[src/rtl/stc_pkg.sv]
package stc_pkg;

    typedef enum logic [2:0] {
        ST_RECALL  = 3'd0,
        ST_IDLE    = 3'd1,
        ST_DELAY   = 3'd2,
        ST_STORE   = 3'd3,
        ST_RELEASE = 3'd4
    } stc_state_e;

    typedef struct packed {
        logic oe;
        logic level;
        logic inhibit;
    } pin_ctl_t;

    // Moore decode of pin drive and access inhibit from the sequencer state
    function automatic pin_ctl_t decode_pins(stc_state_e s);
        pin_ctl_t p;
        p.inhibit = (s != ST_IDLE);
        p.oe      = (s == ST_DELAY) || (s == ST_STORE) || (s == ST_RELEASE);
        p.level   = (s == ST_RELEASE);
        return p;
    endfunction

    function automatic int max4(int a, int b, int c, int d);
        int m;
        m = a;
        if (b > m) m = b;
        if (c > m) m = c;
        if (d > m) m = d;
        return m;
    endfunction

endpackage

[src/rtl/stc_pulse_filter.sv]
module stc_pulse_filter #(
    parameter int MIN_PULSE = 3
) (
    input  logic clk,
    input  logic rst,
    input  logic gate,
    input  logic pin_in,
    output logic hw_req
);
    localparam int W = (MIN_PULSE < 2) ? 1 : $clog2(MIN_PULSE);
    localparam logic [W-1:0] LAST = W'(MIN_PULSE - 1);

    logic [W-1:0] low_cnt;

    always_ff @(posedge clk) begin
        if (rst || gate || pin_in) begin
            low_cnt <= '0;
        end else if (low_cnt != LAST) begin
            low_cnt <= low_cnt + 1'b1;
        end
    end

    assign hw_req = !gate && !pin_in && (low_cnt == LAST);
endmodule

[src/rtl/stc_wr_latch.sv]
module stc_wr_latch (
    input  logic clk,
    input  logic rst,
    input  logic wr_done,
    input  logic wr_allow,
    input  logic clr,
    output logic dirty
);
    always_ff @(posedge clk) begin
        if (rst || clr) begin
            dirty <= 1'b0;
        end else if (wr_done && wr_allow) begin
            dirty <= 1'b1;
        end
    end
endmodule

[src/rtl/stc_seq.sv]
module stc_seq
    import stc_pkg::*;
#(
    parameter int RECALL_CYC = 4000000,
    parameter int GRACE_CYC  = 4,
    parameter int STORE_CYC  = 1600000,
    parameter int HIGH_CYC   = 4
) (
    input  logic       clk,
    input  logic       rst,
    input  logic       trig,
    input  logic       dirty,
    output stc_state_e state,
    output logic       store_start,
    output logic       dirty_clr
);
    localparam int MAXC = max4(RECALL_CYC, GRACE_CYC, STORE_CYC, HIGH_CYC);
    localparam int CW   = $clog2(MAXC + 1);
    localparam logic [CW-1:0] RECALL_END = CW'(RECALL_CYC - 1);
    localparam logic [CW-1:0] GRACE_END  = CW'(GRACE_CYC - 1);
    localparam logic [CW-1:0] STORE_END  = CW'(STORE_CYC - 1);
    localparam logic [CW-1:0] HIGH_END   = CW'(HIGH_CYC - 1);

    logic [CW-1:0] cnt;

    always_ff @(posedge clk) begin
        if (rst) begin
            state       <= ST_RECALL;
            cnt         <= '0;
            store_start <= 1'b0;
        end else begin
            store_start <= 1'b0;
            case (state)
                ST_RECALL: begin
                    if (cnt == RECALL_END) begin
                        state <= ST_IDLE;
                        cnt   <= '0;
                    end else begin
                        cnt <= cnt + 1'b1;
                    end
                end
                ST_IDLE: begin
                    cnt <= '0;
                    if (trig) state <= ST_DELAY;
                end
                ST_DELAY: begin
                    if (cnt == GRACE_END) begin
                        cnt <= '0;
                        if (dirty) begin
                            state       <= ST_STORE;
                            store_start <= 1'b1;
                        end else begin
                            state <= ST_RELEASE;
                        end
                    end else begin
                        cnt <= cnt + 1'b1;
                    end
                end
                ST_STORE: begin
                    if (cnt == STORE_END) begin
                        state <= ST_IDLE;
                        cnt   <= '0;
                    end else begin
                        cnt <= cnt + 1'b1;
                    end
                end
                ST_RELEASE: begin
                    if (cnt == HIGH_END) begin
                        state <= ST_IDLE;
                        cnt   <= '0;
                    end else begin
                        cnt <= cnt + 1'b1;
                    end
                end
                default: begin
                    state <= ST_IDLE;
                    cnt   <= '0;
                end
            endcase
        end
    end

    assign dirty_clr = ((state == ST_RECALL) && (cnt == RECALL_END)) ||
                       ((state == ST_STORE)  && (cnt == STORE_END));
endmodule

[src/rtl/store_ctrl.sv]
module store_ctrl
    import stc_pkg::*;
#(
    parameter int RECALL_CYC = 4000000,
    parameter int GRACE_CYC  = 4,
    parameter int STORE_CYC  = 1600000,
    parameter int HIGH_CYC   = 4,
    parameter int MIN_PULSE  = 3
) (
    input  logic clk,
    input  logic rst,
    input  logic pwr_fail,
    input  logic auto_store_en,
    input  logic sw_store_req,
    input  logic sram_write_done,
    input  logic hs_pin_in,
    output logic hs_oe,
    output logic hs_out,
    output logic sram_inhibit,
    output logic store_start
);
    stc_state_e state;
    pin_ctl_t   pins;
    logic       idle, hw_req, auto_fire, trig, dirty, dirty_clr, armed;

    assign idle      = (state == ST_IDLE);
    assign auto_fire = idle && pwr_fail && armed && auto_store_en;
    assign trig      = auto_fire || hw_req || sw_store_req;

    // one automatic store per power-fail episode
    always_ff @(posedge clk) begin
        if (rst || !pwr_fail) begin
            armed <= 1'b1;
        end else if (auto_fire) begin
            armed <= 1'b0;
        end
    end

    stc_pulse_filter #(.MIN_PULSE(MIN_PULSE)) u_filt (
        .clk    (clk),
        .rst    (rst),
        .gate   (!idle),
        .pin_in (hs_pin_in),
        .hw_req (hw_req)
    );

    stc_wr_latch u_latch (
        .clk      (clk),
        .rst      (rst),
        .wr_done  (sram_write_done),
        .wr_allow (idle || (state == ST_DELAY)),
        .clr      (dirty_clr),
        .dirty    (dirty)
    );

    stc_seq #(
        .RECALL_CYC (RECALL_CYC),
        .GRACE_CYC  (GRACE_CYC),
        .STORE_CYC  (STORE_CYC),
        .HIGH_CYC   (HIGH_CYC)
    ) u_seq (
        .clk         (clk),
        .rst         (rst),
        .trig        (trig),
        .dirty       (dirty),
        .state       (state),
        .store_start (store_start),
        .dirty_clr   (dirty_clr)
    );

    assign pins         = decode_pins(state);
    assign hs_oe        = pins.oe;
    assign hs_out       = pins.level;
    assign sram_inhibit = pins.inhibit;
endmodule

[config.mk]
export PLATFORM = sky130hd
export DESIGN_NAME = store_ctrl
export DESIGN_NICKNAME = d
export VERILOG_FILES = /design/src/rtl/stc_pkg.sv /design/src/rtl/stc_pulse_filter.sv /design/src/rtl/stc_wr_latch.sv /design/src/rtl/stc_seq.sv /design/src/rtl/store_ctrl.sv
export SDC_FILE = /design/constraint.sdc
export NUM_CORES = 1
export LEC_CHECK = 0
export ABC_AREA = 1
export BUFFER_PORTS_ARGS = -buffer_cell sky130_fd_sc_hd__buf_4
export CAP_MARGIN = 15
export CORE_ASPECT_RATIO = 1.5
export CORE_MARGIN = 1
export CORE_UTILIZATION = 45
export DETAILED_ROUTE_END_ITERATION = 6
export PLACE_DENSITY = 0.63
export SLEW_MARGIN = 20
export SYNTH_ARGS = -nofsm -noshare
export SYNTH_HDL_FRONTEND = slang
export SYNTH_SLANG_ARGS = --single-unit
[constraint.sdc]
create_clock -name clk -period 3.6 [get_ports clk]
set_input_delay 0.18 -clock clk [delete_from_list [all_inputs] [get_ports clk]]
set_output_delay 0.18 -clock clk [all_outputs]
set_load 0.005 [all_outputs]
# Word level (Yosys, flattened, before mapping)

Cells that the tools add are included.
W data, S select, Z words.

Multiplexer cells: 12
Reductions and logical operators: 25
Bitwise gates (word level): 2
Add/sub/neg operators: 2
Equality and inequality tests: 15

Operator list:

| cell                    | count |
|---|---|
| $mux W22                | 3 |
| $pmux W22 S3            | 1 |
| $add A22 B1 Y22 const B | 1 |
| $eq A22 B2 Y1 const B   | 1 |
| $eq A22 B21 Y1 const B  | 1 |
| $eq A22 B22 Y1 const B  | 1 |
| $mux W3                 | 6 |
| $pmux W3 S5             | 1 |
| $logic_or A1 B1 Y1      | 10 |
| $ne A2 B1 Y1 const B    | 5 |
| $logic_and A1 B1 Y1     | 8 |
| $eq A3 B2 Y1 const B    | 2 |
| $reduce_and A5 Y1       | 1 |
| $eq A3 B1 Y1 const B    | 1 |
| $eq A3 B3 Y1 const B    | 1 |
| $logic_not A1 Y1        | 3 |
| $logic_not A3 Y1        | 1 |
| $ne A3 B1 Y1 const B    | 1 |
| $reduce_or A3 Y1        | 1 |
| $add A2 B1 Y2 const B   | 1 |
| $eq A2 B2 Y1 const B    | 1 |
| $ne A2 B2 Y1 const B    | 1 |
| $not A1 Y1              | 2 |
| $reduce_or A2 Y1        | 1 |
| $mux W1                 | 1 |

Register bits after elaboration: 30
Logic and storage cells: 62
Output and inout port bits: 4
Bits of input ports: 7

# Logic depth before layout (Yosys ltp)

Depth in word-level cells: 8
Depth in mapped cells: 12
Mapped depth without buffers: 12

# Modules after synthesis

A second synthesis with hierarchy kept.

Cell total of the unflattened synthesis: 280
Area, all modules: 1780.5 um^2

By module, submodules not included:

| module           | area each (um^2) | times used | cells an instance | seq. area each (um^2) |
|---|---|---|---|---|
| stc_seq          | 1524.0           | 1          | 234               | 520.5 |
| stc_pulse_filter | 110.1            | 1          | 18                | 40.0 |
| store_ctrl       | 103.8            | 1          | 21                | 20.0 |
| stc_wr_latch     | 42.5             | 1          | 7                 | 20.0 |

# Worst setup path before layout

No wires, ideal clock.

Kind: flip-flop to flip-flop
From: register u_seq.cnt[0]
To: register u_seq.cnt[17]
Stages on the path, launching flop included: 11
Period minus slack after synthesis: 1.550 ns
Buffers on the path: 0
Required time: 3.486 ns
Library setup time: 0.114 ns
Arrival time: 1.436 ns
Path slack: 2.050 ns
Cells stage by stage: dfxtp_1 -> ha_1 -> nand3_2 -> nor3_2 -> nand3_1 -> nand2_1 -> nand2_2 -> clkinv_2 -> nand2_4 -> nand2_4 -> nor2_1

Cells in the longest elaborated chain, start to end: 3
Elaborated cells on any way between the ends: 8
Classes of those cells: 1 x add/sub; 3 x eq/ne; 4 x mux

Ends and longest elaborated chain:

| what                                    | RTL line      | RTL |
|---|---|---|
| from (decl)                             | stc_seq.sv:24 | `logic [CW-1:0] cnt;` |
| from (signal assigned)                  | stc_seq.sv:39 | `cnt <= cnt + 1'b1;` |
| from (signal assigned)                  | stc_seq.sv:56 | `cnt <= cnt + 1'b1;` |
| from (signal assigned)                  | stc_seq.sv:64 | `cnt <= cnt + 1'b1;` |
| $add A22 B1 Y22 (tied with other cells) | -             |  |
| $mux W22, on equally long branches      | -             |  |
| $pmux W22 S3 (*)                        | stc_seq.sv:33 | `case (state)` |

Mark *: on every way between the ends. The rest lies on a longest branch, timed or not.
A chain may end at the register's enable or synchronous reset.

# Worst setup path after layout

From: register u_seq.cnt[0]
To: register u_seq.cnt[18]

The elaborated chain is that of the path after synthesis.

==> metrics.yaml <==
run_status:
  outcome: "completed"
synth:
  synth-seq-area-share_pct: 32.9
  synth_nets: 286
  yosysWarningCount: 0
  syn_inst: 277
  synth_area_mm2: 0.00183
  synth_seq_cells: 30
  avgSynthCellArea_um2: 6.59
  synth_cell_type_count: 28
grt:
  grt_max_degree: 12
  antenna_found_initial: 0
  grt-busiest-layer: "met2"
  grt_pass1_wl_mm: 7.38
  grt_pass1_vias: 1712
  overflow: 0
  track_usage_pct: 23.5
  met3_usage_pct: 4.38
  use_met1_pct: 25.4
  use_met2_pct: 42.0
power:
  peakVddDrop_mv: 0.228
  powerDensity_mw_per_mm2: 315
  p_total_mw: 0.641
  p_leak_nw: 0.944
die:
  fp.dieArea_mm2: 0.00432
  die_w_um: 54.0
  start_util_pct: 46.5
  die_h_um: 80.0
  io_pins: 11
  core_area_mm2: 0.00392
  rows: 28
clock_tree:
  ctsHoldBuffers: 0
  cts_sinks: 30
  h-tree-depth: 2
  cts_made_buffers: 5
  post_cts_resized: 0
  insertion_delay_ns: 0.28
  postCtsSetupRepairBufs: 0
  cts_tree: "built"
  root_buffer: "clkbuf_8"
  path_clk_slew_ns: 0.06
  clockBufferDepth: 2
drt:
  firstDrtPassIters: 4
  num_vias: 1679
  routed_wl_mm: 4.16
  ant_nets: 0
  viasPerCell: 4.97
  drc: 0
  wire_per_inst_um: 12.3
  dr.first_iter.drc_count: 36
cells_and_area:
  final_util_pct: 51.9
  antenna_cells: 0
  register_area_um2: 601
  drive_gt1_share_pct: 16.0
  multiInputGateArea_mm2: 0.00104
  instances_no_fill: 338
  fillerInstances: 421
  fin_nets: 301
  fin_area_mm2: 0.00204
  syn2layout_area_growth_pct: 11.7
setup_path:
  arrival_ns: 2.04
  worstPathRequired_ns: 3.77
  end_kind: "flip-flop"
  worstSetupPathType: "flip-flop to flip-flop"
  critPathLaunchType: "flip-flop"
  path_max_fanout: 9
timing:
  fin_hold_ws_ns: 0.111
  drv_slew: 0
  fin_skew_ns: 0.00660
  max_freq_mhz: 534
  fin_crit_sh_pct: 52.0
  period_minus_slack_ns: 1.87
  worstMarginPinSlew_ns: 0.383
  rsz0062_at_grt: "no"
  relSlewSlack_pct: 74.3
  final.setup.tns_ns: 0
  timing.final.ws_setup_ns: 1.73
  setup_viol: 0
  finalHoldViolCount: 0
job:
  maxCapViolations: 0
placement:
  dp_cells: 330
  gp_congestion: 0.847
  dp_slack_ns: 1.73
  io_buffers: 10
  hpwlAfterDp_mm: 3.31
  placedInstanceArea_mm2: 0.00195
min_path:
  holdCritPathClass: "input pin to flip-flop"
## Yosys cell counts (all sizes together)
cell    number  area (µm²)
o21bai       2        15.0
a21oi        9        56.3
nand2       62         270
ha           2        25.0
buf          2        10.0
o22ai        1        6.26
clkinv       1        5.00
o21ai        1        5.00
nor3        15         101
nand3       18         110
nand4        7        43.8
inv         44         165
dfxtp       30         601
a211oi       1        7.51
nand3b       1        7.51
xnor2        1        8.76
a31oi        1        6.26
xor2        12         105
nor2        67         277
## area by class of cell
type | instances | share of cell area (%)
Clock buffer | 7 | 4.24
Tap cell | 45 | 2.76
Sequential cell | 30 | 29.5
Multi-Input combinational cell | 200 | 51.3
Clock inverter | 1 | 0.246
Timing Repair Buffer | 10 | 3.68
Inverter | 45 | 8.35
## critical path, cell delays in order (launching register included)
cell and delay [ns]:
dfxtp_1 0.38, ha_1 0.26, nand3_2 0.18, nor3_2 0.17
nand3_1 0.18, nand2_1 0.12, nand2_2 0.09, clkinv_2 0.08
nand2_4 0.10, nand2_4 0.14, nor2_1 0.06
## logic make-up (layout without fill, tap and decap cells)
| logic type | Yosys count | count (layout) | synth area share (%) |
|---|---|---|---|
| buffers and inverters | 47 | 63 | 9.87 |
| AO/OA/AOI/OAI | 15 | 15 | 5.28 |
| adder cells (fa/ha/maj) | 2 | 2 | 1.37 |
| AND/OR/NAND/NOR | 170 | 170 | 44.3 |
| flip-flops | 30 | 30 | 32.9 |
| XOR/XNOR | 13 | 13 | 6.24 |
## layer usage
| layer | routed length [µm] | vias to the layer above |
|---|---|---|
| met4 | 76 | 0 |
| met3 | 130 | 6 |
| met5 | 0 | - |
| li1 | - | 886 |
| met1 | 1680 | 755 |
| met2 | 2270 | 32 |
## worst paths after layout
check | slack, ns | to | startpoint | depth (start not counted)
worst max register to register | 1.73 | u_seq.cnt[18] | u_seq.cnt[0] | 10
worst min register to register | 0.47 | armed | armed | 2
worst max-delay path | 1.73 | u_seq.cnt[18] | u_seq.cnt[0] | 10
worst min-delay path | 0.11 | armed | pwr_fail | 2
## registers in the layout (all words and copies together) (netlist names)
| signal | count |
|---|---|
| u_latch.dirty | 1 |
| armed | 1 |
| u_seq.cnt | 22 |
| u_seq.state | 3 |
| u_seq.store_start | 1 |
| u_filt.low_cnt | 2 |
## where the power goes
| part | leakage, nW | internal [mW] | total (mW) | switching [mW] |
|---|---|---|---|---|
| Clock | 0.0482 | 0.154 | 0.279 | 0.125 |
| Sequential | 0.242 | 0.335 | 0.338 | 0.00346 |
| Combinational | 0.654 | 0.0100 | 0.0242 | 0.0142 |
## layout by cell type, fill, tap and decap left out
| cell | instances |
|---|---|
| nor2_1 | 59 |
| nand2_1 | 55 |
| inv_1 | 39 |
| dfxtp_1 | 30 |
| nand3_1 | 14 |
| xor2_1 | 12 |
| nor3_1 | 11 |
| buf_4 | 10 |
| a21oi_1 | 8 |
| nor2_2 | 7 |
| nand4_1 | 7 |
| clkbuf_8 | 6 |
| inv_2 | 5 |
| nand3_2 | 4 |
| nand2_4 | 4 |
| nor3_2 | 3 |
| nand2_2 | 3 |
| clkinv_2 | 2 |
| o21bai_1 | 2 |
| ha_1 | 2 |
| a21oi_4 | 1 |
| nor3_4 | 1 |
| nand3b_1 | 1 |
| o21ai_0 | 1 |
| a211oi_1 | 1 |
| xnor2_1 | 1 |
| a31oi_1 | 1 |
| o22ai_1 | 1 |
| nor2_4 | 1 |
| clkbuf_1 | 1 |
Note: power is estimated with default switching activity, not from simulation.
